===== src/rtl/codec_reg_pkg.sv =====
package codec_reg_pkg;

  typedef enum logic [1:0] {
    OP_READ   = 2'd0,
    OP_WRITE  = 2'd1,
    OP_UPDATE = 2'd2,
    OP_RSVD   = 2'd3
  } op_e;

  typedef enum logic [1:0] {
    ACC_NONE = 2'd0,
    ACC_RD   = 2'd1,
    ACC_WR   = 2'd2
  } acc_e;

  // where the value of a write access comes from
  typedef enum logic [1:0] {
    VAL_REQ    = 2'd0,  // request data as given
    VAL_MERGE  = 2'd1,  // (target read & ~mask) | data
    VAL_SEL_RD = 2'd2,  // control word, write-enable clear
    VAL_SEL_WR = 2'd3   // control word, write-enable set
  } vsrc_e;

  typedef struct packed {
    acc_e  acc;
    logic  tgt;   // 1: target register (direct, or data reg of a pair)
    vsrc_e src;
    logic  last;
  } step_t;

  localparam int STEP_W = 3;

endpackage


===== src/rtl/codec_reg_planner.sv =====
module codec_reg_planner
  import codec_reg_pkg::*;
(
  input  op_e               op,
  input  logic              ind,
  input  logic [STEP_W-1:0] idx,
  output step_t             step
);

  function automatic step_t mk(acc_e a, logic t, vsrc_e s, logic l);
    step_t r;
    r.acc  = a;
    r.tgt  = t;
    r.src  = s;
    r.last = l;
    return r;
  endfunction

  always_comb begin
    step = mk(ACC_NONE, 1'b0, VAL_REQ, 1'b1);
    if (!ind) begin
      unique case (op)
        OP_READ:   if (idx == 3'd0) step = mk(ACC_RD, 1'b1, VAL_REQ, 1'b1);
        OP_WRITE:  if (idx == 3'd0) step = mk(ACC_WR, 1'b1, VAL_REQ, 1'b1);
        OP_UPDATE: begin
          if (idx == 3'd0) step = mk(ACC_RD, 1'b1, VAL_REQ,   1'b0);
          if (idx == 3'd1) step = mk(ACC_WR, 1'b1, VAL_MERGE, 1'b1);
        end
        default: ;
      endcase
    end else begin
      unique case (op)
        OP_READ: begin
          if (idx == 3'd0) step = mk(ACC_RD, 1'b0, VAL_REQ,    1'b0);
          if (idx == 3'd1) step = mk(ACC_WR, 1'b0, VAL_SEL_RD, 1'b0);
          if (idx == 3'd2) step = mk(ACC_RD, 1'b1, VAL_REQ,    1'b1);
        end
        OP_WRITE: begin
          if (idx == 3'd0) step = mk(ACC_RD, 1'b0, VAL_REQ,    1'b0);
          if (idx == 3'd1) step = mk(ACC_WR, 1'b0, VAL_SEL_WR, 1'b0);
          if (idx == 3'd2) step = mk(ACC_WR, 1'b1, VAL_REQ,    1'b1);
        end
        OP_UPDATE: begin
          // indirect read of the data register, then indirect write back
          if (idx == 3'd0) step = mk(ACC_RD, 1'b0, VAL_REQ,    1'b0);
          if (idx == 3'd1) step = mk(ACC_WR, 1'b0, VAL_SEL_RD, 1'b0);
          if (idx == 3'd2) step = mk(ACC_RD, 1'b1, VAL_REQ,    1'b0);
          if (idx == 3'd3) step = mk(ACC_RD, 1'b0, VAL_REQ,    1'b0);
          if (idx == 3'd4) step = mk(ACC_WR, 1'b0, VAL_SEL_WR, 1'b0);
          if (idx == 3'd5) step = mk(ACC_WR, 1'b1, VAL_MERGE,  1'b1);
        end
        default: ;
      endcase
    end
  end

endmodule


===== src/rtl/codec_reg_wval.sv =====
module codec_reg_wval
  import codec_reg_pkg::*;
#(
  parameter int DW   = 8,
  parameter int IDXW = 6
) (
  input  vsrc_e         src,
  input  logic [DW-1:0] req_data,
  input  logic [DW-1:0] req_mask,
  input  logic [DW-1:0] req_index,
  input  logic [DW-1:0] val_q,
  input  logic [DW-1:0] ctl_q,
  output logic [DW-1:0] wval
);

  localparam logic [DW-1:0] LOW_MASK = DW'((1 << (IDXW + 1)) - 1);
  localparam logic [DW-1:0] IDX_MASK = DW'((1 << IDXW) - 1);
  localparam logic [DW-1:0] WE_BIT   = DW'(1 << IDXW);

  logic [DW-1:0] sel_base;

  always_comb begin
    sel_base = (ctl_q & ~LOW_MASK) | (req_index & IDX_MASK);
    unique case (src)
      VAL_MERGE:  wval = (val_q & ~req_mask) | req_data;
      VAL_SEL_RD: wval = sel_base;
      VAL_SEL_WR: wval = sel_base | WE_BIT;
      default:    wval = req_data;
    endcase
  end

endmodule


===== src/rtl/codec_reg_busport.sv =====
module codec_reg_busport
  import codec_reg_pkg::*;
#(
  parameter int AW          = 8,
  parameter int DW          = 8,
  parameter int RD_WAIT_CYC = 1,
  parameter int TIMEOUT_CYC = 1024
) (
  input  logic          clk,
  input  logic          rst,
  input  logic          start,
  input  acc_e          acc,
  input  logic [AW-1:0] addr,
  input  logic [DW-1:0] wdata,
  output logic          acc_done,
  output logic          acc_tmo,
  output logic [DW-1:0] acc_rdata,
  output logic [AW-1:0] bus_addr,
  output logic [DW-1:0] bus_wdata,
  output logic          bus_wr,
  input  logic          bus_wr_ack,
  input  logic [DW-1:0] bus_rdata
);

  localparam int RW_W = $clog2(RD_WAIT_CYC + 1);
  localparam int TO_W = $clog2(TIMEOUT_CYC + 1);

  typedef enum logic [1:0] {P_IDLE, P_RD, P_WR} pst_e;

  pst_e          st;
  logic [RW_W-1:0] rcnt;
  logic [TO_W-1:0] tcnt;

  always_ff @(posedge clk) begin
    if (rst) begin
      st        <= P_IDLE;
      rcnt      <= '0;
      tcnt      <= '0;
      acc_done  <= 1'b0;
      acc_tmo   <= 1'b0;
      acc_rdata <= '0;
      bus_addr  <= '0;
      bus_wdata <= '0;
      bus_wr    <= 1'b0;
    end else begin
      acc_done <= 1'b0;
      acc_tmo  <= 1'b0;
      unique case (st)
        P_IDLE: begin
          if (start && acc == ACC_WR) begin
            bus_addr  <= addr;
            bus_wdata <= wdata;
            bus_wr    <= 1'b1;
            tcnt      <= '0;
            st        <= P_WR;
          end else if (start && acc == ACC_RD) begin
            bus_addr <= addr;
            rcnt     <= RW_W'(1);
            st       <= P_RD;
          end
        end
        P_RD: begin
          if (rcnt == RW_W'(RD_WAIT_CYC)) begin
            acc_rdata <= bus_rdata;
            acc_done  <= 1'b1;
            st        <= P_IDLE;
          end else begin
            rcnt <= rcnt + 1'b1;
          end
        end
        P_WR: begin
          if (bus_wr_ack) begin
            bus_wr   <= 1'b0;
            acc_done <= 1'b1;
            st       <= P_IDLE;
          end else if (tcnt == TO_W'(TIMEOUT_CYC - 1)) begin
            bus_wr   <= 1'b0;
            acc_done <= 1'b1;
            acc_tmo  <= 1'b1;
            st       <= P_IDLE;
          end else begin
            tcnt <= tcnt + 1'b1;
          end
        end
        default: st <= P_IDLE;
      endcase
    end
  end

endmodule


===== src/rtl/codec_reg_engine.sv =====
module codec_reg_engine
  import codec_reg_pkg::*;
#(
  parameter int AW          = 8,
  parameter int DW          = 8,
  parameter int IDXW        = 6,
  parameter int RD_WAIT_CYC = 1,
  parameter int TIMEOUT_CYC = 1024
) (
  input  logic          clk,
  input  logic          rst,
  input  logic          req_valid,
  input  logic [1:0]    req_op,
  input  logic          req_indirect,
  input  logic [AW-1:0] req_addr,
  input  logic [DW-1:0] req_index,
  input  logic [DW-1:0] req_data,
  input  logic [DW-1:0] req_mask,
  output logic          busy,
  output logic          done,
  output logic [DW-1:0] rsp_data,
  output logic          rsp_err,
  output logic [AW-1:0] bus_addr,
  output logic [DW-1:0] bus_wdata,
  output logic          bus_wr,
  input  logic          bus_wr_ack,
  input  logic [DW-1:0] bus_rdata
);

  typedef enum logic [1:0] {T_IDLE, T_ISSUE, T_WAIT} tst_e;

  tst_e              st;
  op_e               op_q;
  logic              ind_q;
  logic [AW-1:0]     addr_q;
  logic [DW-1:0]     idx_q, data_q, mask_q;
  logic [DW-1:0]     val_q, ctl_q;
  logic [STEP_W-1:0] step_q;

  step_t         cur;
  logic [AW-1:0] acc_addr;
  logic [DW-1:0] wval;
  logic          acc_done, acc_tmo;
  logic [DW-1:0] acc_rdata;

  codec_reg_planner u_plan (
    .op   (op_q),
    .ind  (ind_q),
    .idx  (step_q),
    .step (cur)
  );

  codec_reg_wval #(.DW(DW), .IDXW(IDXW)) u_wval (
    .src       (cur.src),
    .req_data  (data_q),
    .req_mask  (mask_q),
    .req_index (idx_q),
    .val_q     (val_q),
    .ctl_q     (ctl_q),
    .wval      (wval)
  );

  assign acc_addr = (ind_q && cur.tgt) ? AW'(addr_q + 1'b1) : addr_q;

  codec_reg_busport #(
    .AW(AW), .DW(DW), .RD_WAIT_CYC(RD_WAIT_CYC), .TIMEOUT_CYC(TIMEOUT_CYC)
  ) u_port (
    .clk        (clk),
    .rst        (rst),
    .start      (st == T_ISSUE),
    .acc        (cur.acc),
    .addr       (acc_addr),
    .wdata      (wval),
    .acc_done   (acc_done),
    .acc_tmo    (acc_tmo),
    .acc_rdata  (acc_rdata),
    .bus_addr   (bus_addr),
    .bus_wdata  (bus_wdata),
    .bus_wr     (bus_wr),
    .bus_wr_ack (bus_wr_ack),
    .bus_rdata  (bus_rdata)
  );

  always_ff @(posedge clk) begin
    if (rst) begin
      st       <= T_IDLE;
      op_q     <= OP_READ;
      ind_q    <= 1'b0;
      addr_q   <= '0;
      idx_q    <= '0;
      data_q   <= '0;
      mask_q   <= '0;
      val_q    <= '0;
      ctl_q    <= '0;
      step_q   <= '0;
      busy     <= 1'b0;
      done     <= 1'b0;
      rsp_data <= '0;
      rsp_err  <= 1'b0;
    end else begin
      done <= 1'b0;
      unique case (st)
        T_IDLE: begin
          if (req_valid) begin
            op_q    <= op_e'(req_op);
            ind_q   <= req_indirect;
            addr_q  <= req_addr;
            idx_q   <= req_index;
            data_q  <= req_data;
            mask_q  <= req_mask;
            step_q  <= '0;
            rsp_err <= 1'b0;
            if (op_e'(req_op) == OP_RSVD) begin
              done    <= 1'b1;
              rsp_err <= 1'b1;
            end else begin
              busy <= 1'b1;
              st   <= T_ISSUE;
            end
          end
        end
        T_ISSUE: begin
          if (cur.acc == ACC_NONE) begin
            busy    <= 1'b0;
            done    <= 1'b1;
            rsp_err <= 1'b1;
            st      <= T_IDLE;
          end else begin
            if (cur.acc == ACC_WR && cur.tgt) val_q <= wval;
            st <= T_WAIT;
          end
        end
        T_WAIT: begin
          if (acc_done) begin
            if (acc_tmo) begin
              busy    <= 1'b0;
              done    <= 1'b1;
              rsp_err <= 1'b1;
              st      <= T_IDLE;
            end else begin
              if (cur.acc == ACC_RD) begin
                if (cur.tgt) val_q <= acc_rdata;
                else         ctl_q <= acc_rdata;
              end
              if (cur.last) begin
                rsp_data <= (cur.acc == ACC_RD) ? acc_rdata : val_q;
                busy     <= 1'b0;
                done     <= 1'b1;
                st       <= T_IDLE;
              end else begin
                step_q <= step_q + 1'b1;
                st     <= T_ISSUE;
              end
            end
          end
        end
        default: st <= T_IDLE;
      endcase
    end
  end

endmodule


===== config.mk =====
export PLATFORM = sky130hd
export DESIGN_NAME = codec_reg_engine
export DESIGN_NICKNAME = d
export VERILOG_FILES = /design/src/rtl/codec_reg_pkg.sv /design/src/rtl/codec_reg_planner.sv /design/src/rtl/codec_reg_wval.sv /design/src/rtl/codec_reg_busport.sv /design/src/rtl/codec_reg_engine.sv
export SDC_FILE = /design/constraint.sdc
export NUM_CORES = 1
export LEC_CHECK = 0
export BUFFER_PORTS_ARGS = -buffer_cell sky130_fd_sc_hd__buf_2
export CAP_MARGIN = 25
export CORE_UTILIZATION = 43
export DETAILED_ROUTE_END_ITERATION = 12
export PLACE_DENSITY = 0.66
export SYNTH_ARGS = -nofsm -noshare
export SYNTH_HDL_FRONTEND = slang
export SYNTH_SLANG_ARGS = --single-unit

===== constraint.sdc =====
create_clock -name clk -period 5.5 [get_ports clk]
set_input_delay 0.55 -clock clk [delete_from_list [all_inputs] [get_ports clk]]
set_output_delay 0.55 -clock clk [all_outputs]
set_load 0.01 [all_outputs]

==> results of run 1 <==
-- synth_stat cells (2+ instances only) --
cell type / n
and4_1: 3
buf_6: 2
o211a_1: 2
xnor2_1: 3
inv_1: 27
a211o_1: 14
nor2_1: 32
mux2_2: 3
nand3_1: 29
nor4_1: 7
o22ai_1: 7
nor2b_1: 6
a31oi_1: 9
and3_1: 3
and2_1: 7
a311oi_1: 9
a41o_1: 2
nand2b_1: 3
dfxtp_1: 99
or4_1: 5
nor3_1: 5
o21ai_0: 19
nor3b_1: 2
o211ai_1: 5
a211oi_1: 2
buf_1: 4
o311ai_1: 2
nand2_1: 115
a21oi_1: 76
a32o_1: 3
or2_2: 7
nand4_1: 9
buf_2: 5
mux2i_1: 12
xor2_1: 6
or3_1: 12
o31ai_1: 5
a32oi_1: 2
ha_1: 15
a22o_1: 4
clkbuf_1: 31
-- cell families after synthesis --
kind of cell | count (synthesis) | share of synthesized area
adder cells (fa/ha/maj) | 15 | 0.03743
buffers and inverters | 71 | 0.05813
flip-flops | 99 | 0.3952
AO/OA/AOI/OAI | 175 | 0.2280
AND/OR/NAND/NOR | 249 | 0.2348
XOR/XNOR | 9 | 0.01572
multiplexers | 15 | 0.03069
-- through the flow --
| stage | worst slack [ns] | instance area, µm² |
|---|---|---|
| floorplan | 2.885 | 5015 |
| global placement | 2.275 | 5390 |
| detailed placement | 2.191 | 5433 |
| CTS | 2.143 | 5720 |
| global route | 1.791 | 5720 |
| finish | 2.106 | 5720 |
-- sequential cells by signal, summed over array words and instances, names as in the netlist, 6 cells and up --
| name | count |
|---|---|
| idx_q | 6 |
| rsp_data | 8 |
| addr_q | 8 |
| u_port.acc_rdata | 8 |
| data_q | 8 |
| u_port.bus_wdata | 8 |
| val_q | 8 |
| u_port.bus_addr | 8 |
| u_port.tcnt | 11 |
| mask_q | 8 |
-- worst max-delay path: stages, from the launching register on --
cell,delay [ns]
dfxtp_1,0.40
inv_1,0.10
ha_1,0.31
nand2b_1,0.18
a2111oi_1,0.66
o22a_1,0.61
xnor2_1,0.45
or3_1,0.47
a21oi_1,0.14
-- power by group --
group	internal (mW)	switching, mW	leakage (nW)
registers	0.779	0.0618	0.804
logic	0.182	0.302	1.26
clock network	0.324	0.287	0.137
total	1.28	0.651	2.20
-- metal layers --
metal / GRT usage / vias to the layer above / routed length (µm)
li1: - / 2344 / -
met1: 0.2897 / 2211 / 5905
met2: 0.3446 / 137 / 5835
met3: 0.06232 / 13 / 847
met4: 0.06286 / 0 / 134
met5: 0 / - / 0
-- area by class of cell --
| type | count | area [µm²] | area share |
|---|---|---|---|
| clock buffers | 10 | 239.0 | 0.04178 |
| clock inverters | 6 | 48.80 | 0.008530 |
| inverters | 28 | 105.1 | 0.01837 |
| multi-input cells | 463 | 2741 | 0.4792 |
| flip-flops and latches | 99 | 1982 | 0.3465 |
| well taps | 143 | 178.9 | 0.03128 |
| repair buffers | 77 | 425.4 | 0.07437 |
-- worst paths after layout --
check / startpoint / to / slack (ns)
worst max-delay path: step_q[0]$_SDFFE_PP0P_ / u_port.bus_addr[5]$_SDFFE_PP0P_ / 2.11
worst min-delay path: req_data[3] / data_q[3]$_SDFFE_PP0P_ / 0.43
worst max register to register: step_q[0]$_SDFFE_PP0P_ / u_port.bus_addr[5]$_SDFFE_PP0P_ / 2.11
worst min register to register: u_port.bus_wdata[2]$_SDFFE_PP0P_ / u_port.bus_wdata[2]$_SDFFE_PP0P_ / 0.46
==> metrics.cfg, run 1 <==
[status]
status=completed

[floorplan]
initial_core_util=0.4411
die_w_um=110.0
coreArea_um2=11370
die_area_um2=12100
rows=39
die_y_um=110.0
boundaryPins=75

[clocking]
hold_buffers=0
postCtsSetupBuffers=0
path_clk_slew_ns=0.07
cts.path.max_buffers=2
cts_tree=done
cts_resized=0
cts.htree.levels=3
worstSkewPairLatency_ns=0.35
cts_sinks=99
cts_root_buffer=clkbuf_16
cts_buffers=9

[power_and_ir_drop]
powerDensity_nw_per_um2=338.3
p_total_mw=1.935
p_leak_nw=2.204
worst_ir_drop_vdd_v=0.0002396

[final_layout]
fin_nets=740
mostFrequentLayoutCell=nand2_1
antenna_cells=0
postLayoutCoreUtil=0.5031
syn_to_final_growth_pct=14.07
final_cell_mix=nand2_1 (115), dfxtp_1 (99), a21oi_1 (76)
layoutNonFillerInstCount=826
fillers=1121
drive_above_1_share=0.1552

[synthesis]
ys_seq_area_frac=0.3952
synth_top_area_frac=0.3952
yosys_warnings=0
syn_area_um2=5015
synth-seq-cells=99
synth_edf_count=0
synth.area.top_cells=dfxtp_1 (40%), nand2_1 (8.6%), a21oi_1 (7.6%), ha_1 (3.7%), nand3_1 (2.9%)
synth_ff_type=dfxtp_1
syn_nets=695
synth_cell_types=61
synthCells=633
syn_area_per_cell_um2=7.922
yosys.area.top_type=dfxtp_1
async_flop_share=0

[worst_setup_path]
cp.arrival_ns=3.67
path_class=flop to flop
path_max_fanout=16
ff2ff_path_depth=8
crit_required_ns=5.78
endpoint_kind=flop
startpoint_type=flop

[global_routing]
grt_max_degree=53
antenna_found_initial=0
grt_pass1_vias=4267
grt.overflow.total=0
grt_pass1_wl_mm=20.44
track_usage=0.2185

[route]
wire_per_inst_um=15.40
drt_wl_total_mm=12.72
num_vias=4705
routed_via_density=5.696
drt_pass1_iterations=5
drt_iter0_drc=358
drcViolationCount=0
ant_nets=0

[sta]
setup_tns_ns=0
max_slew_margin=0.2921
fin_crit_sh=0.6171
setup_viol=0
hold_violations=0
rsz0062_at_grt=no
period_minus_slack_ns=3.394
whs_ns=0.4299
tightest_slew_ns=1.054
report.final.slew_viol_count=0
clock.fmax_ghz=0.2946
fin_skew_ns=0.006948

[place]
place_inst=810
port_buffers=72
place_congestion=0.7894
dp_hpwl_mm=9.033

[flow_run]
drv_cap=0

[hold_path]
hp-class=input port to flop
worstHoldPathCells=3

Power figures use the tool's default switching activity.
==> run 2: changes to the inputs <==
--- a/config.mk
+++ b/config.mk
@@ -9,7 +9,7 @@
 export CAP_MARGIN = 25
 export CORE_UTILIZATION = 43
 export DETAILED_ROUTE_END_ITERATION = 12
-export PLACE_DENSITY = 0.66
+export PLACE_DENSITY = 0.68
 export SYNTH_ARGS = -nofsm -noshare
 export SYNTH_HDL_FRONTEND = slang
 export SYNTH_SLANG_ARGS = --single-unit
==> constraint.sdc (replaced) <==
create_clock -name clk -period 3.1 [get_ports clk]
set_input_delay 0.31 -clock clk [delete_from_list [all_inputs] [get_ports clk]]
set_output_delay 0.31 -clock clk [all_outputs]
set_load 0.01 [all_outputs]
==> metrics.cfg, run 2 (synthesis results as in run 1) <==
[route]
ant_nets=0  ; unchanged
wire_per_inst_um=15.25  ; -0.96%
drt_iter0_drc=333  ; -7.0%
routed_via_density=5.629  ; -1.2%
drt_wl_total_mm=12.74  ; +0.12%
drcViolationCount=0  ; unchanged
num_vias=4700  ; -0.11%
drt_pass1_iterations=5  ; unchanged

[final_layout]
postLayoutCoreUtil=0.5079  ; +0.004732
drive_above_1_share=0.1662  ; +0.01099
finish.instance_area_um2=5774  ; +0.94%
largest_reg_flops=11  ; unchanged
layoutNonFillerInstCount=835  ; +1.1%
antenna_cells=0  ; unchanged
fin_nets=749  ; +1.2%
syn_to_final_growth_pct=15.14
fillers=1082  ; -3.5%
mostFrequentLayoutCell=nand2_1
final_cell_mix=nand2_1 (115), dfxtp_1 (99), a21oi_1 (76)
largest_register=u_port.tcnt

[hold_path]
hp-start=bus_wr_ack
hp-class=input port to flop

[global_routing]
track_usage=0.2287  ; +0.01014
grt_pass1_vias=4364  ; +2.3%
grt.overflow.total=0  ; unchanged
grt_max_degree=53  ; unchanged
antenna_found_initial=0  ; unchanged
grt_pass1_wl_mm=21.50  ; +5.2%

[sta]
whs_ns=0.1956  ; -0.2343 ns
hold_violations=0  ; unchanged
fin_crit_sh=0.9088  ; +0.2917
period_minus_slack_ns=2.817  ; -0.5767 ns
worst_slack_ns=0.2827  ; -1.823 ns
report.final.slew_viol_count=0  ; unchanged
tightest_slew_ns=0.9282  ; -0.1261 ns
rsz0062_at_grt=no
setup_tns_ns=0  ; unchanged
clock.fmax_ghz=0.3550  ; +20%
fin_skew_ns=0.007898  ; +0.0009498 ns
max_slew_margin=0.3764  ; +0.08438
setup_viol=0  ; unchanged

[clocking]
cts.htree.levels=3  ; unchanged
cts_sinks=99  ; unchanged
postCtsSetupBuffers=0  ; unchanged
cts_buffers=9  ; unchanged
hold_buffers=0  ; unchanged
worstSkewPairLatency_ns=0.35  ; about the same
cts_tree=done
cts_resized=0  ; unchanged
cts.path.max_buffers=2  ; unchanged
path_clk_slew_ns=0.07  ; about the same
cts_root_buffer=clkbuf_16

[power_and_ir_drop]
p_total_mw=3.485  ; +80%
powerDensity_nw_per_um2=603.6  ; +78%
worst_ir_drop_vdd_v=0.0003659  ; +53%
p_leak_nw=2.255  ; +2.3%

[worst_setup_path]
endpoint_kind=flop
startpoint_type=flop
r2r_slack_ns=0.28  ; -1.82 ns
crit_required_ns=3.38  ; -2.40 ns
cp.arrival_ns=3.10  ; -0.57 ns
r2r-start=step_q[1]$_SDFFE_PP0P_
path_class=flop to flop
critPathLaunch=step_q[1]$_SDFFE_PP0P_
path_max_fanout=13  ; -3

[floorplan]
die_area_um2=12100  ; unchanged
initial_core_util=0.4411  ; unchanged
die_w_um=110.0  ; unchanged
die_y_um=110.0  ; unchanged
rows=39  ; unchanged
coreArea_um2=11370  ; unchanged
boundaryPins=75  ; unchanged

[place]
place_inst=819  ; +1.1%
place_congestion=0.8389  ; +6.3%
postPlaceCellArea_um2=5473  ; +0.74%
port_buffers=72  ; unchanged
place_ws_ns=0.3010  ; -1.890 ns
dp_hpwl_mm=8.944  ; -0.99%

[flow_run]
drv_cap=0  ; unchanged

[status]
status=completed

run 2: changes by cell type in the layout (fill, tap and decap cells not counted):
| cell | change |
|---|---|
| buf_16 | -1 |
| buf_4 | +11 |
| buf_8 | -1 |
| bufinv_16 | +1 |
| clkinv_2 | +2 |
| clkinvlp_4 | -2 |
| inv_8 | -1 |
run 2: worst paths after layout:
path,endpoint,cells after the start
max reg2reg,u_port.tcnt[9]$_SDFFE_PP0P_,8
max,u_port.tcnt[9]$_SDFFE_PP0P_,8
min reg2reg,u_port.bus_wdata[0]$_SDFFE_PP0P_,2
min,u_port.acc_tmo$_SDFF_PP0_,2
run 2: worst max-delay path, cell delays in order (launching register included):
cell	delay, ns
dfxtp_1	0.34
inv_1	0.09
ha_1	0.40
or3b_1	0.39
a21oi_1	0.28
or4_1	0.18
nand3_1	0.32
or4_1	0.59
a21oi_1	0.16
run 2: cell type report:
cell class,count,area [µm²],area share
multi-input cells,463,2741,0.4748
flip-flops and latches,99,1982,0.3432
repair buffers,86,465.4,0.08061
clock buffers,10,239.0,0.04139
well taps,143,178.9,0.03099
inverters,28,105.1,0.01820
clock inverters,6,62.56,0.01083
run 2: power by group:
part	internal (mW)	total [mW]	switching (mW)
sequential	1.38	1.50	0.115
clock	0.648	1.14	0.492
combinational	0.319	0.849	0.530
run 2: routing by layer:
layer,wire [µm],global-route usage,vias to the layer above,part of all wire
met1,6130,0.3212,2177,0.48
met5,0,0,-,0
li1,-,-,2374,-
met2,5654,0.3469,137,0.44
met4,179,0.07143,0,0.014
met3,771,0.05056,12,0.061
==> run 3: changes to the inputs <==
--- a/config.mk
+++ b/config.mk
@@ -7,9 +7,9 @@
 export LEC_CHECK = 0
 export BUFFER_PORTS_ARGS = -buffer_cell sky130_fd_sc_hd__buf_2
 export CAP_MARGIN = 25
-export CORE_UTILIZATION = 43
+export CORE_UTILIZATION = 40
 export DETAILED_ROUTE_END_ITERATION = 12
-export PLACE_DENSITY = 0.68
+export PLACE_DENSITY = 0.65
 export SYNTH_ARGS = -nofsm -noshare
 export SYNTH_HDL_FRONTEND = slang
 export SYNTH_SLANG_ARGS = --single-unit
==> constraint.sdc (replaced) <==
create_clock -name clk -period 2.3 [get_ports clk]
set_input_delay 0.23 -clock clk [delete_from_list [all_inputs] [get_ports clk]]
set_output_delay 0.23 -clock clk [all_outputs]
set_load 0.01 [all_outputs]
==> metrics.cfg, run 3 (synthesis results as in run 1) <==
[final_layout]
fillers=1108  ; +2.4%
multi_input_area_um2=3178  ; +16%
antenna_cells=0  ; unchanged
layoutNonFillerInstCount=920  ; +10%
final_cell_mix=nand2_1 (113), dfxtp_1 (96), buf_2 (72)
fin_nets=809  ; +8.0%
mostFrequentLayoutCell=nand2_1
seqCellArea_um2=1993  ; +0.57%
drive_above_1_share=0.3218  ; +0.1556
syn_to_final_growth_pct=35.05
largest_register=u_port.tcnt
postLayoutCoreUtil=0.5592  ; +0.05133
largest_reg_flops=11  ; unchanged

[clocking]
cts_root_buffer=clkbuf_16
worstSkewPairLatency_ns=0.36  ; about the same
cts_tree=done
cts.htree.levels=3  ; unchanged
path_clk_slew_ns=0.07  ; about the same
cts.path.max_buffers=2  ; unchanged
hold_buffers=0  ; unchanged
cts_buffers=9  ; unchanged
cts_sinks=99  ; unchanged

[global_routing]
grt_max_degree=34  ; -36%
grt.overflow.total=0  ; unchanged
grt_pass1_wl_mm=22.80  ; +6.1%
antenna_found_initial=0  ; unchanged
track_usage=0.2212  ; -0.007405
grt_pass1_vias=4599  ; +5.4%

[route]
wire_per_inst_um=15.49  ; +1.5%
ant_nets=0  ; unchanged
drt_iter0_drc=391  ; +17%
num_vias=5009  ; +6.6%
drcViolationCount=0  ; unchanged
drt_pass1_iterations=5  ; unchanged
drt_wl_total_mm=14.25  ; +12%
routed_via_density=5.445  ; -3.3%

[worst_setup_path]
crit_required_ns=2.59  ; -0.79 ns
r2r-start=step_q[0]$_SDFFE_PP0P_
critPathLaunch=step_q[0]$_SDFFE_PP0P_
endpoint_kind=flop
cp.arrival_ns=2.77  ; -0.33 ns
path_max_fanout=12  ; -1
startpoint_type=flop
path_class=flop to flop

[flow_run]
drv_cap=0  ; unchanged

[power_and_ir_drop]
powerDensity_nw_per_um2=744.1  ; +23%
p_leak_nw=2.649  ; +17%
worst_ir_drop_vdd_v=0.0005652  ; +54%
p_total_mw=5.040  ; +45%

[floorplan]
boundaryPins=75  ; unchanged
die_y_um=114.0  ; +3.6%
die_area_um2=12990  ; +7.4%
coreArea_um2=12110  ; +6.5%
initial_core_util=0.4140  ; -0.02702
die_w_um=114.0  ; +3.6%
rows=40  ; +2.6%

[place]
dp_hpwl_mm=9.987  ; +12%
port_buffers=72  ; unchanged
place_inst=889  ; +8.5%
place_congestion=0.8795  ; +4.8%

[sta]
fin_skew_ns=0.008571  ; +0.0006731 ns
period_minus_slack_ns=2.476  ; -0.3409 ns
fin_crit_sh=1.077  ; +0.1679
clock.fmax_ghz=0.4038  ; +14%
rsz0062_at_grt=yes
setup_viol=51  ; +51
max_slew_margin=0.5547  ; +0.1783
tightest_slew_ns=0.6679  ; -0.2603 ns
report.final.slew_viol_count=0  ; unchanged
worst_slack_ns=-0.1764  ; -0.4591 ns
hold_violations=0  ; unchanged

[hold_path]
hp-start=bus_wr_ack
hp-class=input port to flop

[status]
status=finished, violations left
violations=negative setup slack

==> run 3: cell count changes in the layout (fill, tap and decap cells not counted), sizes merged <==
cell	delta
bufinv	-1
clkinvlp	+1
buf	+60
inv	+1
clkinv	-2
clkbuf	+1
==> run 3: report_power, final <==
group          internal (mW)  switching, mW
Combinational          0.659          0.903
Sequential              1.86          0.143
Clock                  0.779          0.697
Total                   3.30           1.74
==> run 3: layout make-up <==
type | instances | share of cell area
flip-flops and latches | 99 | 0.2943
clock inverters | 5 | 0.006651
multi-input cells | 463 | 0.4692
repair buffers | 146 | 0.1467
inverters | 28 | 0.01626
clock buffers | 11 | 0.03584
well taps | 168 | 0.03104
==> run 3: critical path: stages, from the launching register on <==
cell,delay (ns)
dfxtp_4,0.40
inv_4,0.06
ha_4,0.17
mux2_4,0.29
a32o_2,0.27
or3_4,0.38
xnor2_2,0.18
buf_6,0.15
or3_4,0.36
a21oi_2,0.14
==> run 3: layer usage <==
metal | track usage | up-vias | share of wire
met5 | 0 | - | 0
met4 | 0.06407 | 0 | 0.014
met3 | 0.05685 | 16 | 0.064
met2 | 0.3442 | 146 | 0.46
met1 | 0.3016 | 2354 | 0.47
li1 | - | 2493 | -
==> run 3: per-stage QoR <==
step	setup TNS, ns	worst slack, ns	hold WS [ns]	instance area [µm²]
floorplan	-1.135	-0.1501	0.3087	5109
global placement	-5.375	-0.2046	0.4395	5937
detailed placement	-9.079	-0.3517	0.4396	5937
CTS	-3.689	-0.1736	0.07811	6466
global route	-8.778	-0.2387	0.08498	6773
finish	-4.265	-0.1764	0.08745	6773
==> run 3: path summary, 6_finish.rpt <==
check                                                        end  slack, ns  cells after the start
worst max-delay path             u_port.bus_addr[7]$_SDFFE_PP0P_      -0.18                      9
worst max register to register   u_port.bus_addr[7]$_SDFFE_PP0P_      -0.18                      9
worst min register to register  u_port.bus_wdata[3]$_SDFFE_PP0P_       0.44                      2
worst min-delay path                   u_port.acc_tmo$_SDFF_PP0_       0.09                      2
==> run 3: what timing repair did <==
item	in CTS	in global routing
endpoints found under the setup margin	53	55
resized for setup	38	56
pin swaps	17	31
endpoints found under the hold margin	0	0
buffers inserted	11	4
